**src/rtl/hdlc_rx_pkg.sv**
```systemverilog
package hdlc_rx_pkg;

    typedef enum logic [1:0] {
        PKT_GOOD   = 2'd0,
        PKT_ABORT  = 2'd1,
        PKT_BADCRC = 2'd2
    } pkt_status_e;

    typedef struct packed {
        logic        last;
        pkt_status_e st;
        logic [7:0]  data;
    } rx_entry_t;

    localparam int NSTAT     = 6;
    localparam int ST_OVF    = 0;
    localparam int ST_FULL   = 1;
    localparam int ST_FA_UR  = 2;
    localparam int ST_EOPRD  = 3;
    localparam int ST_EOPWR  = 4;
    localparam int ST_GA     = 5;

    function automatic rx_entry_t make_entry(logic [7:0] d, logic l, logic [1:0] s);
        rx_entry_t e;
        e.data = d;
        e.last = l;
        e.st   = pkt_status_e'(s);
        return e;
    endfunction

endpackage

```
**src/rtl/hdlc_rx_fifo.sv**
```systemverilog
module hdlc_rx_fifo
    import hdlc_rx_pkg::*;
#(
    parameter int DEPTH = 128,
    localparam int AW = $clog2(DEPTH),
    localparam int LW = AW + 1
) (
    input  logic            clk,
    input  logic            rst,
    input  logic            wr_en,
    input  rx_entry_t       wr_entry,
    input  logic            rd_en,
    output rx_entry_t       head,
    output logic            empty,
    output logic            full,
    output logic [LW-1:0]   level
);
    localparam logic [LW-1:0] DEPTH_L = LW'(DEPTH);
    localparam logic [AW-1:0] LAST_P  = AW'(DEPTH - 1);

    rx_entry_t       mem [DEPTH];
    logic [AW-1:0]   wp, rp;
    logic [LW-1:0]   cnt;
    logic            do_wr, do_rd;

    assign empty = (cnt == '0);
    assign full  = (cnt == DEPTH_L);
    assign do_wr = wr_en && !full;
    assign do_rd = rd_en && !empty;
    assign head  = mem[rp];
    assign level = cnt;

    always_ff @(posedge clk) begin
        if (do_wr) mem[wp] <= wr_entry;
    end

    always_ff @(posedge clk) begin
        if (rst) begin
            wp  <= '0;
            rp  <= '0;
            cnt <= '0;
        end else begin
            if (do_wr) wp <= (wp == LAST_P) ? '0 : wp + 1'b1;
            if (do_rd) rp <= (rp == LAST_P) ? '0 : rp + 1'b1;
            case ({do_wr, do_rd})
                2'b10:   cnt <= cnt + 1'b1;
                2'b01:   cnt <= cnt - 1'b1;
                default: cnt <= cnt;
            endcase
        end
    end
endmodule

```
**src/rtl/hdlc_rx_wrgate.sv**
```systemverilog
module hdlc_rx_wrgate #(
    parameter int ABORT_MIN_BITS = 26,
    localparam int CW = $clog2(ABORT_MIN_BITS + 1)
) (
    input  logic clk,
    input  logic rst,
    input  logic in_valid,
    input  logic fifo_full,
    input  logic flag_seen,
    input  logic abort_seen,
    input  logic bit_tick,
    output logic wr_ok,
    output logic ovf_evt,
    output logic abort_ok,
    output logic locked
);
    localparam logic [CW-1:0] MIN_L = CW'(ABORT_MIN_BITS);

    logic          lock_q;
    logic [CW-1:0] bits_q;

    assign locked   = lock_q;
    assign wr_ok    = in_valid && !lock_q && !fifo_full;
    assign ovf_evt  = in_valid && !lock_q && fifo_full;
    assign abort_ok = abort_seen && (bits_q >= MIN_L);

    always_ff @(posedge clk) begin
        if (rst) begin
            lock_q <= 1'b0;
        end else if (ovf_evt) begin
            lock_q <= 1'b1;
        end else if (flag_seen) begin
            lock_q <= 1'b0;
        end
    end

    always_ff @(posedge clk) begin
        if (rst) begin
            bits_q <= '0;
        end else if (flag_seen || abort_seen) begin
            bits_q <= '0;
        end else if (bit_tick && bits_q < MIN_L) begin
            bits_q <= bits_q + 1'b1;
        end
    end
endmodule

```
**src/rtl/hdlc_rx_status.sv**
```systemverilog
module hdlc_rx_status
    import hdlc_rx_pkg::*;
(
    input  logic             clk,
    input  logic             rst,
    input  logic [NSTAT-1:0] set_vec,
    input  logic             rd,
    input  logic             crc_valid,
    input  logic [15:0]      crc_word,
    output logic [7:0]       stat_q,
    output logic [7:0]       crc_msb,
    output logic [7:0]       crc_lsb
);
    logic [NSTAT-1:0] sticky_q;

    always_ff @(posedge clk) begin
        if (rst) begin
            sticky_q <= '0;
        end else begin
            sticky_q <= (rd ? '0 : sticky_q) | set_vec;
        end
    end

    always_ff @(posedge clk) begin
        if (rst) begin
            crc_msb <= '0;
            crc_lsb <= '0;
        end else if (crc_valid) begin
            crc_msb <= crc_word[15:8];
            crc_lsb <= crc_word[7:0];
        end
    end

    assign stat_q = {{(8 - NSTAT){1'b0}}, sticky_q};
endmodule

```
**src/rtl/hdlc_rx_buffer.sv**
```systemverilog
module hdlc_rx_buffer
    import hdlc_rx_pkg::*;
#(
    parameter int DEPTH = 128,
    parameter int ABORT_MIN_BITS = 26,
    localparam int LW = $clog2(DEPTH) + 1
) (
    input  logic          clk,
    input  logic          rst,
    input  logic          in_valid,
    input  logic [7:0]    in_data,
    input  logic          in_last,
    input  logic [1:0]    in_pkt_st,
    input  logic          flag_seen,
    input  logic          abort_seen,
    input  logic          goahead_seen,
    input  logic          bit_tick,
    input  logic          crc_valid,
    input  logic [15:0]   crc_word,
    input  logic          tx_underrun,
    input  logic          int_sel,
    input  logic [LW-1:0] full_thresh,
    input  logic          pop,
    input  logic          stat_rd,
    output logic [7:0]    rx_data,
    output logic          rx_last,
    output logic [1:0]    rx_pkt_st,
    output logic [LW-1:0] rx_level,
    output logic [7:0]    stat_q,
    output logic [7:0]    crc_msb,
    output logic [7:0]    crc_lsb
);
    rx_entry_t        head;
    logic             empty, full;
    logic             wr_ok, ovf_evt, abort_ok, lock_q;
    logic [NSTAT-1:0] set_vec;

    hdlc_rx_wrgate #(.ABORT_MIN_BITS(ABORT_MIN_BITS)) u_gate (
        .clk       (clk),
        .rst       (rst),
        .in_valid  (in_valid),
        .fifo_full (full),
        .flag_seen (flag_seen),
        .abort_seen(abort_seen),
        .bit_tick  (bit_tick),
        .wr_ok     (wr_ok),
        .ovf_evt   (ovf_evt),
        .abort_ok  (abort_ok),
        .locked    (lock_q)
    );

    hdlc_rx_fifo #(.DEPTH(DEPTH)) u_fifo (
        .clk     (clk),
        .rst     (rst),
        .wr_en   (wr_ok),
        .wr_entry(make_entry(in_data, in_last, in_pkt_st)),
        .rd_en   (pop),
        .head    (head),
        .empty   (empty),
        .full    (full),
        .level   (rx_level)
    );

    always_comb begin
        set_vec           = '0;
        set_vec[ST_OVF]   = ovf_evt;
        set_vec[ST_FULL]  = rx_level > full_thresh;
        set_vec[ST_FA_UR] = int_sel ? tx_underrun : abort_ok;
        set_vec[ST_EOPRD] = (!empty && head.last) || (pop && empty);
        set_vec[ST_EOPWR] = wr_ok && in_last;
        set_vec[ST_GA]    = goahead_seen;
    end

    hdlc_rx_status u_stat (
        .clk      (clk),
        .rst      (rst),
        .set_vec  (set_vec),
        .rd       (stat_rd),
        .crc_valid(crc_valid),
        .crc_word (crc_word),
        .stat_q   (stat_q),
        .crc_msb  (crc_msb),
        .crc_lsb  (crc_lsb)
    );

    assign rx_data   = head.data;
    assign rx_last   = head.last;
    assign rx_pkt_st = head.st;
endmodule

```
**config.mk**
```make
export PLATFORM = sky130hd
export DESIGN_NAME = hdlc_rx_buffer
export DESIGN_NICKNAME = d
export VERILOG_FILES = /design/src/rtl/hdlc_rx_pkg.sv /design/src/rtl/hdlc_rx_fifo.sv /design/src/rtl/hdlc_rx_wrgate.sv /design/src/rtl/hdlc_rx_status.sv /design/src/rtl/hdlc_rx_buffer.sv
export SDC_FILE = /design/constraint.sdc
export NUM_CORES = 1
export LEC_CHECK = 0
export ABC_AREA = 0
export BUFFER_PORTS_ARGS = -buffer_cell sky130_fd_sc_hd__buf_2
export CORE_MARGIN = 4
export CORE_UTILIZATION = 60
export CTS_CLUSTER_SIZE = 12
export DETAILED_ROUTE_END_ITERATION = 16
export HOLD_SLACK_MARGIN = 0.1
export PLACE_DENSITY = 0.77
export SLEW_MARGIN = 20
export SYNTH_ARGS = -nofsm -noshare
export SYNTH_HDL_FRONTEND = slang
export SYNTH_SLANG_ARGS = --single-unit
```
**constraint.sdc**
```tcl
create_clock -name clk -period 11.7 [get_ports clk]
set_input_delay 0.585 -clock clk [delete_from_list [all_inputs] [get_ports clk]]
set_output_delay 0.585 -clock clk [all_outputs]
set_load 0.02 [all_outputs]
```
==> results.md <==
- Status: completed
- Final hold vios: 0
- Detailed router's first-iteration violation count: 4209
- Post-Route Setup TNS: 0 ns
- Hold WS: 0.148 ns
- Core area: 93500 um2
- Initial Util: 60.6%
- Number of enable flip-flop cells after synthesis: 1408
- Mapped Area: 56700 um2
- First-pass GRT wire length: 200000 um
- Sw Pwr: 3.04 mW
- Routability cong.: 0.832
- Final setup vio count: 0
- Antenna cells: 0
- Ys flop type: edfxtp_1
- Fin util: 67.9%
- Gate Count Post-Synth: 2485
- Tmin final: 6.21 ns
- Die area: 99400 um2
- IO buf count: 87
- Detail Placement HPWL: 74800 um
- Htree depth: 4
- Worst setup margin: 5.49 ns
- PwrDens: 194 nW/um2
- DRT antenna net count: 0
- Filler cells: 5480
- CTS root buf: clkbuf_16
- 1st-pass router iterations: 6
- Largest stage delay, worst path: 0.82 ns
- Vias per std cell: 6.85
- Critical Path End Type: output pin
- Die Span Y: 315 um
- DP Area: 58900 um2
- Post-synthesis cell type count: 54
- Ys async rst share: 0%
- Pleak: 19.5 nW
- Register clock-pin slew on the reported worst setup and hold paths: 0.05 ns
- Placed insts: 3772
- Clock Skews: 0.0231 ns
- Data arrival, critical path: 5.63 ns
- Crit-path max FO: 46
- Final Non-Filler Cells: 4018
- Largest net degree at the start of global routing: 155
- Setup CP Type: register to output pin
- Overall routing resource usage: 28.3%
- Cell Rows: 112
- Global route overflow: 0
- Routed wire length: 137000 um
- Clock sinks: 1465
- Vias in the first global route: 28517
- DRC: 0
- Register area share after synthesis: 76.6%
- Total clock buffers created by CTS: 148
- Max-cap violations: 0
- Slew Viols, Final: 0
- Slew @ Worst Pin: 1.18 ns
- Slew HR: 21.2%
- Post-synthesis area per instance: 22.8 um2
- Cell repeated most along the worst path: mux4_2
- RSZ-0062 raised after global routing: no
- Reg power frac: 47.9%
- Clk_lat worst skew: 0.76 ns
- Clock power frac: 35.0%
- Final #Nets: 2752
- Post-synthesis register bit count: 1465
- Max frequency: 161 MHz
- HP Start: flag_seen
- P&R area growth vs syn: 11.9%
- I/O Pins: 90
- CP cell instances: buf_4, buf_4, mux4_2, mux4_2, mux4_2, mux2_2, buf_2
- Initial antenna violation count: 6
- Routed length per instance: 34.0 um
- Maximum VDD drop: 140 uV
- Synth warn: 0
- Vias after detailed routing: 27530
- Logic pwr share: 17.0%
- DP Worst Slack: 6.08 ns
- CP required: 11.12 ns
- Die width: 315 um
- Startpoint types: register
- Post-layout instance area: 63400 um2
- Sw frac: 24.8%
- Layout cells sized above 1: 31.9%
- Final Cycle Share: 53.1%
- Slowest CP cell: buf_4
- CTS tree: yes
- Overall Power: 12.3 mW
- Pint: 9.24 mW
- Worst Hold Class: input pin to register
- Bufs on Longest Clock Path: 3
## layout by cell type (no fill, tap or decap), types with 4 or more instances in the layout
master and instances:
buf_4 82, edfxtp_1 1408, a21oi_1 17, dlygate4sd3_1 20, nor3_1 4, clkbuf_16 153, mux2_2 11, nand2b_1 4
xor2_1 10, o21a_1 4, inv_1 13, a211o_1 5, nor2_1 117, and2_1 4, nand3_1 18, mux2i_1 25
a221oi_1 4, buf_2 76, o21ai_0 6, nor2b_1 12, xnor2_1 10, clkbuf_1 35, inv_6 5, dfxtp_1 52
nand2_1 32, or3_1 7, o221ai_1 6, nor2_2 65, mux4_2 452, ha_1 15, clkinv_2 7, clkinv_1 14
a31oi_1 4
## final timing paths
| check | slack [ns] | to | depth (start not counted) |
|---|---|---|---|
| worst max-delay path | 5.49 | rx_data[2] | 7 |
| worst min-delay path | 0.15 | u_gate.locked$_SDFFE_PP0P_ | 3 |
| worst max register to register | 6.94 | u_stat.sticky_q[3]$_SDFF_PP0_ | 9 |
| worst min register to register | 0.46 | u_stat.sticky_q[1]$_SDFF_PP0_ | 2 |
## flip-flops by register name, indices dropped and copies added (netlist names), named ones only
signal	count
u_fifo.mem	1408
u_fifo.level	8
u_stat.crc_lsb	8
u_stat.crc_msb	8
u_fifo.rp	7
u_fifo.wp	7
u_stat.sticky_q	6
u_gate.bits_q	5
u_gate.locked	1
## routing by layer
metal / global-route usage (%) / routed length (um) / vias up
met3: 6.88 / 14600 / 288
met5: 0 / 40 / -
met2: 45.9 / 68900 / 1848
met4: 9.80 / 4380 / 6
met1: 38.6 / 48700 / 14543
li1: - / - / 10845
## timing repair
item / 4_1_cts / 5_1_grt
buffers inserted: 0 / 0
resized for setup: 0 / 0
hold endpoints to repair: 22 / 0
hold buffers: 20 / 0
## critical path: cells and delay by family, from the launching register on
kind	cells	cell delay, ns
mux	4	2.09
buf+inv	3	1.81
flops	1	0.81
## cells by family (layout without fill, tap and decap cells)
logic type / after synthesis / in the layout / share of synthesized area, %
xor+xnor: 20 / 20 / 0.309
simple gates: 285 / 285 / 2.16
buf+inv: 146 / 424 / 1.14
mux: 488 / 488 / 18.6
flops: 1465 / 1465 / 76.6
fa+ha+maj: 15 / 15 / 0.331
other cells: 1 / 2 / 0.00662
compound gates: 65 / 65 / 0.797
## synthesized netlist by cell type (all sizes together) (4+ instances only)
library cell | instances | area share, %
and2 | 4 | 0.044
a31oi | 4 | 0.044
clkbuf | 54 | 0.36
nand2 | 35 | 0.23
or3 | 7 | 0.077
ha | 15 | 0.33
o21a | 4 | 0.053
nor2b | 13 | 0.14
nand2b | 4 | 0.044
xor2 | 10 | 0.15
o21ai | 6 | 0.053
a211o | 5 | 0.077
mux2 | 11 | 0.22
mux2i | 25 | 0.44
edfxtp | 1408 | 75
a21oi | 17 | 0.15
mux4 | 452 | 18
a221oi | 4 | 0.062
nor3 | 5 | 0.044
o221ai | 6 | 0.093
nand3 | 18 | 0.16
inv | 15 | 0.099
nor2 | 182 | 1.2
xnor2 | 10 | 0.15
dfxtp | 57 | 2.0
buf | 77 | 0.68
## power by group through the flow
stage | sequential [mW] | clock [mW] | combinational (mW)
finish | 5.88 | 4.30 | 2.09
CTS | 5.88 | 4.34 | 2.08
detailed placement | 5.99 | 0 | 2.04
floorplan | 5.94 | 0 | 1.49
global route | 5.89 | 4.58 | 2.20
global placement | 5.99 | 0 | 1.99
## final cells by class
cell class | instances | area, um2 | share of cell area [%]
clock inverters | 35 | 288 | 0.454
clock buffers | 189 | 3970 | 6.27
multi-input cells | 875 | 12800 | 20.2
repair buffers | 185 | 1320 | 2.08
well taps | 1254 | 1570 | 2.47
flip-flops and latches | 1465 | 43400 | 68.5
inverters | 15 | 58.8 | 0.0927
No activity file was read; power rests on OpenSTA's default activity.
